File: src/rtl/cr_pkg.sv
package cr_pkg;

    typedef enum logic [3:0] {
        CR_NOP   = 4'd0,
        CR_CMPS  = 4'd1,
        CR_CMPSI = 4'd2,
        CR_CMPU  = 4'd3,
        CR_CMPUI = 4'd4,
        CR_BIT   = 4'd5,
        CR_COPY  = 4'd6,
        CR_MASK  = 4'd7
    } cr_op_e;

    localparam int FN_W = 10;

    localparam logic [FN_W-1:0] CR_FN_AND  = 10'd257;
    localparam logic [FN_W-1:0] CR_FN_OR   = 10'd449;
    localparam logic [FN_W-1:0] CR_FN_NAND = 10'd255;
    localparam logic [FN_W-1:0] CR_FN_XOR  = 10'd193;
    localparam logic [FN_W-1:0] CR_FN_NOR  = 10'd33;
    localparam logic [FN_W-1:0] CR_FN_XNOR = 10'd289;
    localparam logic [FN_W-1:0] CR_FN_ANDC = 10'd129;
    localparam logic [FN_W-1:0] CR_FN_ORC  = 10'd417;

endpackage

File: src/rtl/cr_compare.sv
module cr_compare #(
    parameter int W = 32
) (
    input  logic [W-1:0] lhs,
    input  logic [W-1:0] rhs,
    input  logic         signed_mode,
    input  logic         so,
    output logic [3:0]   verdict
);
    logic lt;
    logic gt;
    logic eq;

    always_comb begin
        eq = (lhs == rhs);
        if (signed_mode) begin
            lt = ($signed(lhs) < $signed(rhs));
        end else begin
            lt = (lhs < rhs);
        end
        gt = !lt && !eq;
        verdict = {lt, gt, eq, so};
    end
endmodule

File: src/rtl/cr_bitop.sv
module cr_bitop
    import cr_pkg::*;
#(
    parameter int W = 32,
    localparam int IW = $clog2(W)
) (
    input  logic [W-1:0]    cr,
    input  logic [FN_W-1:0] func,
    input  logic [IW-1:0]   ia,
    input  logic [IW-1:0]   ib,
    input  logic [IW-1:0]   it,
    output logic [W-1:0]    nxt
);
    logic ba;
    logic bb;
    logic res;
    logic known;

    always_comb begin
        ba    = cr[W-1-int'(ia)];
        bb    = cr[W-1-int'(ib)];
        known = 1'b1;
        case (func)
            CR_FN_AND:  res = ba & bb;
            CR_FN_OR:   res = ba | bb;
            CR_FN_NAND: res = ~(ba & bb);
            CR_FN_XOR:  res = ba ^ bb;
            CR_FN_NOR:  res = ~(ba | bb);
            CR_FN_XNOR: res = ~(ba ^ bb);
            CR_FN_ANDC: res = ba & ~bb;
            CR_FN_ORC:  res = ba | ~bb;
            default: begin
                res   = 1'b0;
                known = 1'b0;
            end
        endcase
        nxt = cr;
        if (known) begin
            nxt[W-1-int'(it)] = res;
        end
    end
endmodule

File: src/rtl/cr_fieldmove.sv
module cr_fieldmove #(
    parameter int NF = 8,
    parameter int FW = 4,
    localparam int CRW = NF * FW,
    localparam int FLW = $clog2(NF)
) (
    input  logic [CRW-1:0] cr,
    input  logic [FLW-1:0] src,
    input  logic [FLW-1:0] dst,
    input  logic [NF-1:0]  mask,
    input  logic [CRW-1:0] gpr,
    output logic [CRW-1:0] copy_cr,
    output logic [CRW-1:0] mask_cr
);
    logic [FW-1:0] src_nib;

    assign src_nib = cr[FW*(NF-1-int'(src)) +: FW];

    for (genvar j = 0; j < NF; j++) begin : g_nib
        localparam int FIELD = NF - 1 - j;
        assign copy_cr[j*FW +: FW] = (dst == FLW'(FIELD)) ? src_nib : cr[j*FW +: FW];
        assign mask_cr[j*FW +: FW] = mask[j] ? gpr[j*FW +: FW] : cr[j*FW +: FW];
    end
endmodule

File: src/rtl/cr_logic_unit.sv
module cr_logic_unit
    import cr_pkg::*;
#(
    parameter int NF = 8,
    parameter int FW = 4,
    parameter int IMW = 16
) (
    input  logic                        clk,
    input  logic                        rst_n,
    input  logic                        op_valid,
    input  logic [3:0]                  op_code,
    input  logic [9:0]                  func_code,
    input  logic [$clog2(NF*FW)-1:0]    bit_a,
    input  logic [$clog2(NF*FW)-1:0]    bit_b,
    input  logic [$clog2(NF*FW)-1:0]    bit_t,
    input  logic [$clog2(NF)-1:0]       fld_dst,
    input  logic [$clog2(NF)-1:0]       fld_src,
    input  logic [NF*FW-1:0]            opnd_a,
    input  logic [NF*FW-1:0]            opnd_b,
    input  logic [IMW-1:0]              imm,
    input  logic [NF-1:0]               fld_mask,
    input  logic                        so_in,
    output logic [NF*FW-1:0]            cr_out
);
    localparam int CRW = NF * FW;

    cr_op_e          op;
    logic [CRW-1:0]  cr_q;
    logic [CRW-1:0]  cr_d;
    logic [CRW-1:0]  rhs;
    logic            cmp_signed;
    logic [3:0]      cmp_fld;
    logic [CRW-1:0]  cmp_cr;
    logic [CRW-1:0]  bit_cr;
    logic [CRW-1:0]  copy_cr;
    logic [CRW-1:0]  mask_cr;
    logic [CRW-1:0]  imm_sx;
    logic [CRW-1:0]  imm_zx;

    assign op     = cr_op_e'(op_code);
    assign imm_sx = {{(CRW-IMW){imm[IMW-1]}}, imm};
    assign imm_zx = {{(CRW-IMW){1'b0}}, imm};

    always_comb begin
        unique case (op)
            CR_CMPSI: rhs = imm_sx;
            CR_CMPUI: rhs = imm_zx;
            default:  rhs = opnd_b;
        endcase
        cmp_signed = (op == CR_CMPS) || (op == CR_CMPSI);
    end

    cr_compare #(.W(CRW)) u_cmp (
        .lhs         (opnd_a),
        .rhs         (rhs),
        .signed_mode (cmp_signed),
        .so          (so_in),
        .verdict     (cmp_fld)
    );

    always_comb begin
        cmp_cr = cr_q;
        cmp_cr[FW*(NF-1-int'(fld_dst)) +: FW] = cmp_fld;
    end

    cr_bitop #(.W(CRW)) u_bit (
        .cr   (cr_q),
        .func (func_code),
        .ia   (bit_a),
        .ib   (bit_b),
        .it   (bit_t),
        .nxt  (bit_cr)
    );

    cr_fieldmove #(.NF(NF), .FW(FW)) u_move (
        .cr      (cr_q),
        .src     (fld_src),
        .dst     (fld_dst),
        .mask    (fld_mask),
        .gpr     (opnd_a),
        .copy_cr (copy_cr),
        .mask_cr (mask_cr)
    );

    // next-value selection: IDLE, COMPARE, BITLOGIC, COPY, MASKMOVE
    always_comb begin
        cr_d = cr_q;
        if (op_valid) begin
            unique case (op)
                CR_CMPS, CR_CMPSI,
                CR_CMPU, CR_CMPUI: cr_d = cmp_cr;
                CR_BIT:            cr_d = bit_cr;
                CR_COPY:           cr_d = copy_cr;
                CR_MASK:           cr_d = mask_cr;
                default:           cr_d = cr_q;
            endcase
        end
    end

    always_ff @(posedge clk or negedge rst_n) begin
        if (!rst_n) begin
            cr_q <= '0;
        end else begin
            cr_q <= cr_d;
        end
    end

    assign cr_out = cr_q;
endmodule

File: config.mk
export PLATFORM = sky130hd
export DESIGN_NAME = cr_logic_unit
export DESIGN_NICKNAME = d
export VERILOG_FILES = /design/src/rtl/cr_pkg.sv /design/src/rtl/cr_compare.sv /design/src/rtl/cr_bitop.sv /design/src/rtl/cr_fieldmove.sv /design/src/rtl/cr_logic_unit.sv
export SDC_FILE = /design/constraint.sdc
export NUM_CORES = 1
export LEC_CHECK = 0
export BUFFER_PORTS_ARGS = -buffer_cell sky130_fd_sc_hd__buf_2
export CAP_MARGIN = 30
export CORE_ASPECT_RATIO = 1.1
export CORE_MARGIN = 3
export CORE_UTILIZATION = 45
export DETAILED_ROUTE_END_ITERATION = 6
export MAX_ROUTING_LAYER = met4
export PLACE_DENSITY_LB_ADDON = 0.15
export SYNTH_ARGS = -nofsm -noshare
export SYNTH_HDL_FRONTEND = slang
export SYNTH_SLANG_ARGS = --single-unit
File: constraint.sdc
create_clock -name clk -period 7.35 [get_ports clk]
set_clock_uncertainty 0.2 [all_clocks]
set_input_delay 1.47 -clock clk [delete_from_list [all_inputs] [get_ports clk]]
set_output_delay 1.47 -clock clk [all_outputs]
set_load 0.03 [all_outputs]
# After elaboration in Yosys (flattened, before gate mapping)
# Cells that the tools add are included.
[word_totals] regBits=32 elab_cells=121 input_bits=127 out_inout_bits=32
[classes] n_eq_ne=40 n_lt_le_gt_ge=6 muxes=32 bitwise_logic=9 shifts=3 n_addsub=6 reduce_logical=17
[op_table] cell="32-bit one-hot mux with 4 select lines" count=1
[op_table] cell="32-bit by 7-bit less-than comparator with 1-bit output, second input constant" count=3
[op_table] cell="32-bit bitwise mux" count=2
[op_table] cell="32-bit less-than comparator" count=2
[op_table] cell="4-bit two-way mux" count=16
[op_table] cell="32-bit one-hot mux with 2 select lines" count=1
[op_table] cell="10-bit by 9-bit equality test with 1-bit output, second input constant" count=4
[op_table] cell="5-bit AND reduction" count=8
[op_table] cell="6-bit negator with 33-bit output" count=1
[op_table] cell="4-bit by 33-bit variable shift with 32-bit output, first input constant" count=1
[op_table] cell="4-bit by 33-bit variable part select with 32-bit output" count=1
[op_table] cell="32-bit equality test" count=1
[op_table] cell="32-bit by 1-bit greater-or-equal comparator with 1-bit output, second input constant" count=1
[op_table] cell="32-bit two-way mux" count=1
[op_table] cell="32-bit by 32-bit variable part select with 4-bit output" count=1
[op_table] cell="10-bit by 8-bit equality test with 1-bit output, second input constant" count=3
[op_table] cell="2-bit by 1-bit != test with 1-bit output, second input constant" count=9
[op_table] cell="5-bit by 5-bit subtractor with 6-bit output, first input constant" count=3
[op_table] cell="4-bit by 3-bit equality test with 1-bit output, second input constant" count=4
[op_table] cell="2-bit != test, second input constant" count=8
[op_table] cell="3-bit equality test, second input constant" count=4
[op_table] cell="1-bit binary-select mux with 5-bit select" count=2
[op_table] cell="10-bit by 6-bit equality test with 1-bit output, second input constant" count=1
[op_table] cell="4-bit by 2-bit equality test with 1-bit output, second input constant" count=2
[op_table] cell="18 further kinds" count=33

# Longest topological paths before layout
[depth] ltp_word=10 depth_mapped=14 depth_no_buf=12

# Cells and area by module
# From an unflattened synthesis, not the netlist that was laid out.
[unflattened] cells_unflattened=743 hier_area_um2=6423.7
[modules_own_cells] module="cr_logic_unit" instances=1 seq_area_each_um2=800.8 cells_each=330 area_each_um2=2999.1
[modules_own_cells] module="cr_bitop" instances=1 seq_area_each_um2=0.0 cells_each=165 area_each_um2=1544.0
[modules_own_cells] module="cr_fieldmove" instances=1 seq_area_each_um2=0.0 cells_each=130 area_each_um2=1001.0
[modules_own_cells] module="cr_compare" instances=1 seq_area_each_um2=0.0 cells_each=118 area_each_um2=879.6

# Worst setup path after synthesis
# OpenSTA, ideal clock, no wires.
[synth_timing] path_type="input -> register" startpoint="input bit_a[0]" endpoint="register with a tool-made name" required_ns=7.011 arrival_time_ns=5.133 setup_time_ns=0.139 path_buffers=2 path_stages=13 path_slack_ns=1.879 cell_sequence="clkbuf_1 mux4_2 mux4_2 mux2i_1 ha_1 mux2_2 nand3_1 a21oi_1 nor3_1 clkbuf_1 a211oi_1 a2111oi_0 a21oi_1"
[synth_rtl] item="from (decl)" line_no="cr_logic_unit.sv:13" rtl="input logic [$clog2(NF*FW)-1:0] bit_a,"

==> summary.txt <==
Worst setup path
  • Crit. End Element: flop
  • WS Path Type: primary input to flop
  • Worst Path Arrival: ~5.3 ns
  • Reg2Reg Setup Slack: approximately 3.1 ns
  • Crit path max fanout: 18
  • Reg2Reg Depth: 13
  • Startpoint types: primary input
  • Required time worst endpoint: 7.36 ns

Clocking
  • CTS tree: built
  • Maximum clock path buffer count: 2
  • Setup bufs post-CTS: 0
  • Worst skew pair latency: about 0.30 ns
  • Sinks on Clock Net: 32
  • Hold_buf cts: 0
  • Htree depth: 2
  • CTS root buffer: clkbuf_8
  • TritonCTS buffer count: 5
  • Post_cts resized: 0
  • Reg clk slew, reported paths: about 0.07 ns

Logic synthesis
  • Post-Syn Area per Cell: around 8.1 sq um
  • Seq/Total Area, Yosys: 0.1711
  • Number of library cell types mapped by synthesis: 48
  • Syn Inst Count: approximately 580
  • Syn Nets: approximately 750
  • Async set or reset register ratio after synthesis: 1.000
  • Synth warn: 0
  • Number of synthesized flops with an enable pin: 0
  • Register bit count reported by yosys: 32
  • Mapped Area: 4681 sq um
  • Top FF cell, synth: dfrtp_1

Pwr
  • Total power: just under 900 uW
  • PD cells: about 160 nW/um^2
  • Peak supply drop: 97.83 uV
  • Leakage: between 2 and 2.5 nW

Timing
  • Slew Limit Fails: 0
  • Final Hold Fails: 0
  • Final period util: 0.7134
  • Slew margin rel.: 0.3232
  • Slew @ Worst Pin: 1.007 ns
  • Tmin final: about 5.2 ns
  • FMAX: approximately 190 MHz
  • RSZ-0062 raised after global routing: false
  • Sum of negative setup slack: 0 ns
  • Setup violators final: 0
  • Worst hold slack: 0.4068 ns

Detailed routing
  • Drt pass-1 iters: 5
  • Via density: about 6.4
  • Post-route DRC violation count: 0
  • Drt total wl: between 15000 and 20000 microns
  • Via count: around 5.3k
  • Antenna Violating Nets Remaining: 0
  • Routed WL per cell: just over 20 microns
  • DRT iter0 DRCs: 378

Die
  • Die H: 113.0 microns
  • Top Ports: 159
  • Initial cell density of the core: 0.4688
  • Die Area: approximately 12000 sq um
  • Placement Rows: 38
  • Core Area: 9985 sq um
  • Width of the die: about 100 microns

GRT
  • Gr usage total: 0.2967
  • Initial antenna violation count: 0
  • Grt ovf: 0
  • First-pass GRT wire length: approximately 26000 microns
  • Largest net degree at the start of global routing: 36
  • Vias in the first global route: ~5.1k

Place
  • Hpwl dp: approximately 14000 microns
  • Gpl congestion: between 0.9 and 1
  • Count of input and output buffers: roughly 160

Finish
  • Area Overhead vs Synth: 20.13%
  • Share of layout cells above drive strength 1: 0.2949
  • Final #Nets: 880
  • Ant. Diodes: 0

Min path
  • Worst Hold Class: flop to flop
  • Worst hold path depth: 1

Status
  • Status: completed

Flow run
  • MaxCap Viol Count: 0
## power breakdown
group	total, mW	internal, mW	switching (mW)
combinational	0.436	0.186	0.250
sequential	0.289	0.210	0.0787
clock	0.147	0.0764	0.0705
## per-stage QoR
stage | worst slack (ns) | util | instance area, sq um | instances
final | 2.106 | 0.5632 | 5623 | 832
after global routing | 1.860 | 0.5632 | 5623 | 832
after floorplan | 1.879 | - | 4681 | 579
after detailed placement | 1.827 | 0.5541 | 5533 | 824
after CTS | 2.119 | 0.5632 | 5623 | 832
after global placement | 1.997 | 0.5506 | 5498 | 822
## worst max-delay path, stage by stage
cell     delay (ns)
buf_2          0.26
mux4_2         0.56
mux4_2         0.48
mux2i_1        0.29
inv_1          0.13
ha_1           0.19
nor3b_1        0.16
o21ai_0        0.10
a21oi_1        0.17
nor3_2         0.07
buf_4          0.20
nor3_1         0.83
a21oi_1        0.15
o21ai_0        0.20
## worst max path at each step
stage	endpoint	from	cells past startpoint	slack, ns
2_1_floorplan	flop	bit_a[0]	13	1.88
3_3_place_gp	flop	bit_b[0]	14	2.00
3_5_place_dp	flop	bit_b[0]	14	1.83
4_1_cts	flop	bit_b[0]	14	2.12
5_1_grt	flop	bit_b[0]	14	1.86
6_report	flop	bit_b[0]	14	2.11
## cells by family after synthesis
| kind of cell | share of synthesized area |
|---|---|
| and+or+nand+nor | 0.2232 |
| AOI/OAI and AO/OA | 0.2604 |
| buffers and inverters | 0.04491 |
| muxes | 0.1844 |
| adders and majority gates | 0.1123 |
| DFF | 0.1711 |
| xor gates and xnor gates | 0.003743 |
## area by class of cell
cell class	instances	area [sq um]
fill	971	4362
multi-input combinational	495	3681
timing repair buffer	163	848.3
sequential	32	800.8
tap	120	150.1
clock buffer	8	90.09
inverter	14	52.55
## synthesized netlist by cell type, types with 3 or more instances
library cell	n	area share
o22ai_1	4	0.0053
ha_1	42	0.11
o21ai_0	42	0.045
mux4_2	28	0.13
or4_4	3	0.0072
nand4_1	11	0.015
o21ai_1	3	0.0032
o2bb2ai_1	5	0.0094
o21a_1	3	0.0048
nor3_1	12	0.013
clkbuf_1	30	0.024
a221o_1	10	0.021
a31oi_1	11	0.015
nand3b_1	4	0.0064
nor3b_1	4	0.0064
a211oi_1	21	0.034
nand3_1	18	0.019
nand2_1	27	0.022
nor4_1	8	0.011
nor2b_1	11	0.015
buf_1	6	0.0048
nor2_1	81	0.065
mux2i_1	21	0.045
inv_1	14	0.011
or3_1	5	0.0067
a21oi_1	75	0.080
and2_1	7	0.0094
dfrtp_1	32	0.17
nand2b_1	4	0.0053
a2111oi_0	10	0.019
## routing by layer
| metal | vias up | wire length [microns] | global-route usage | share of wire |
|---|---|---|---|---|
| met5 | - | 0 | - | 0 |
| met4 | 0 | 367 | 0.08636 | 0.021 |
| met3 | 31 | 1539 | 0.03206 | 0.090 |
| met2 | 295 | 8108 | 0.4728 | 0.47 |
| met1 | 2501 | 7130 | 0.3981 | 0.42 |
| li1 | 2503 | - | - | - |
## placed cells by master, fill, tap and decap left out, types with 6 or more instances in the layout
master and count:
buf_2 158, nor2_1 81, a21oi_1 75, o21ai_0 42
ha_1 42, dfrtp_1 32, mux4_2 28, nand2_1 27
mux2i_1 21, a211oi_1 21, nand3_1 18, inv_1 14
nor2b_1 11, nand4_1 11, nor3_1 11, a31oi_1 11
a221o_1 10, a2111oi_0 10, nor4_1 7, and2_1 7
clkbuf_8 6
No activity file was read; power rests on OpenSTA's default activity.
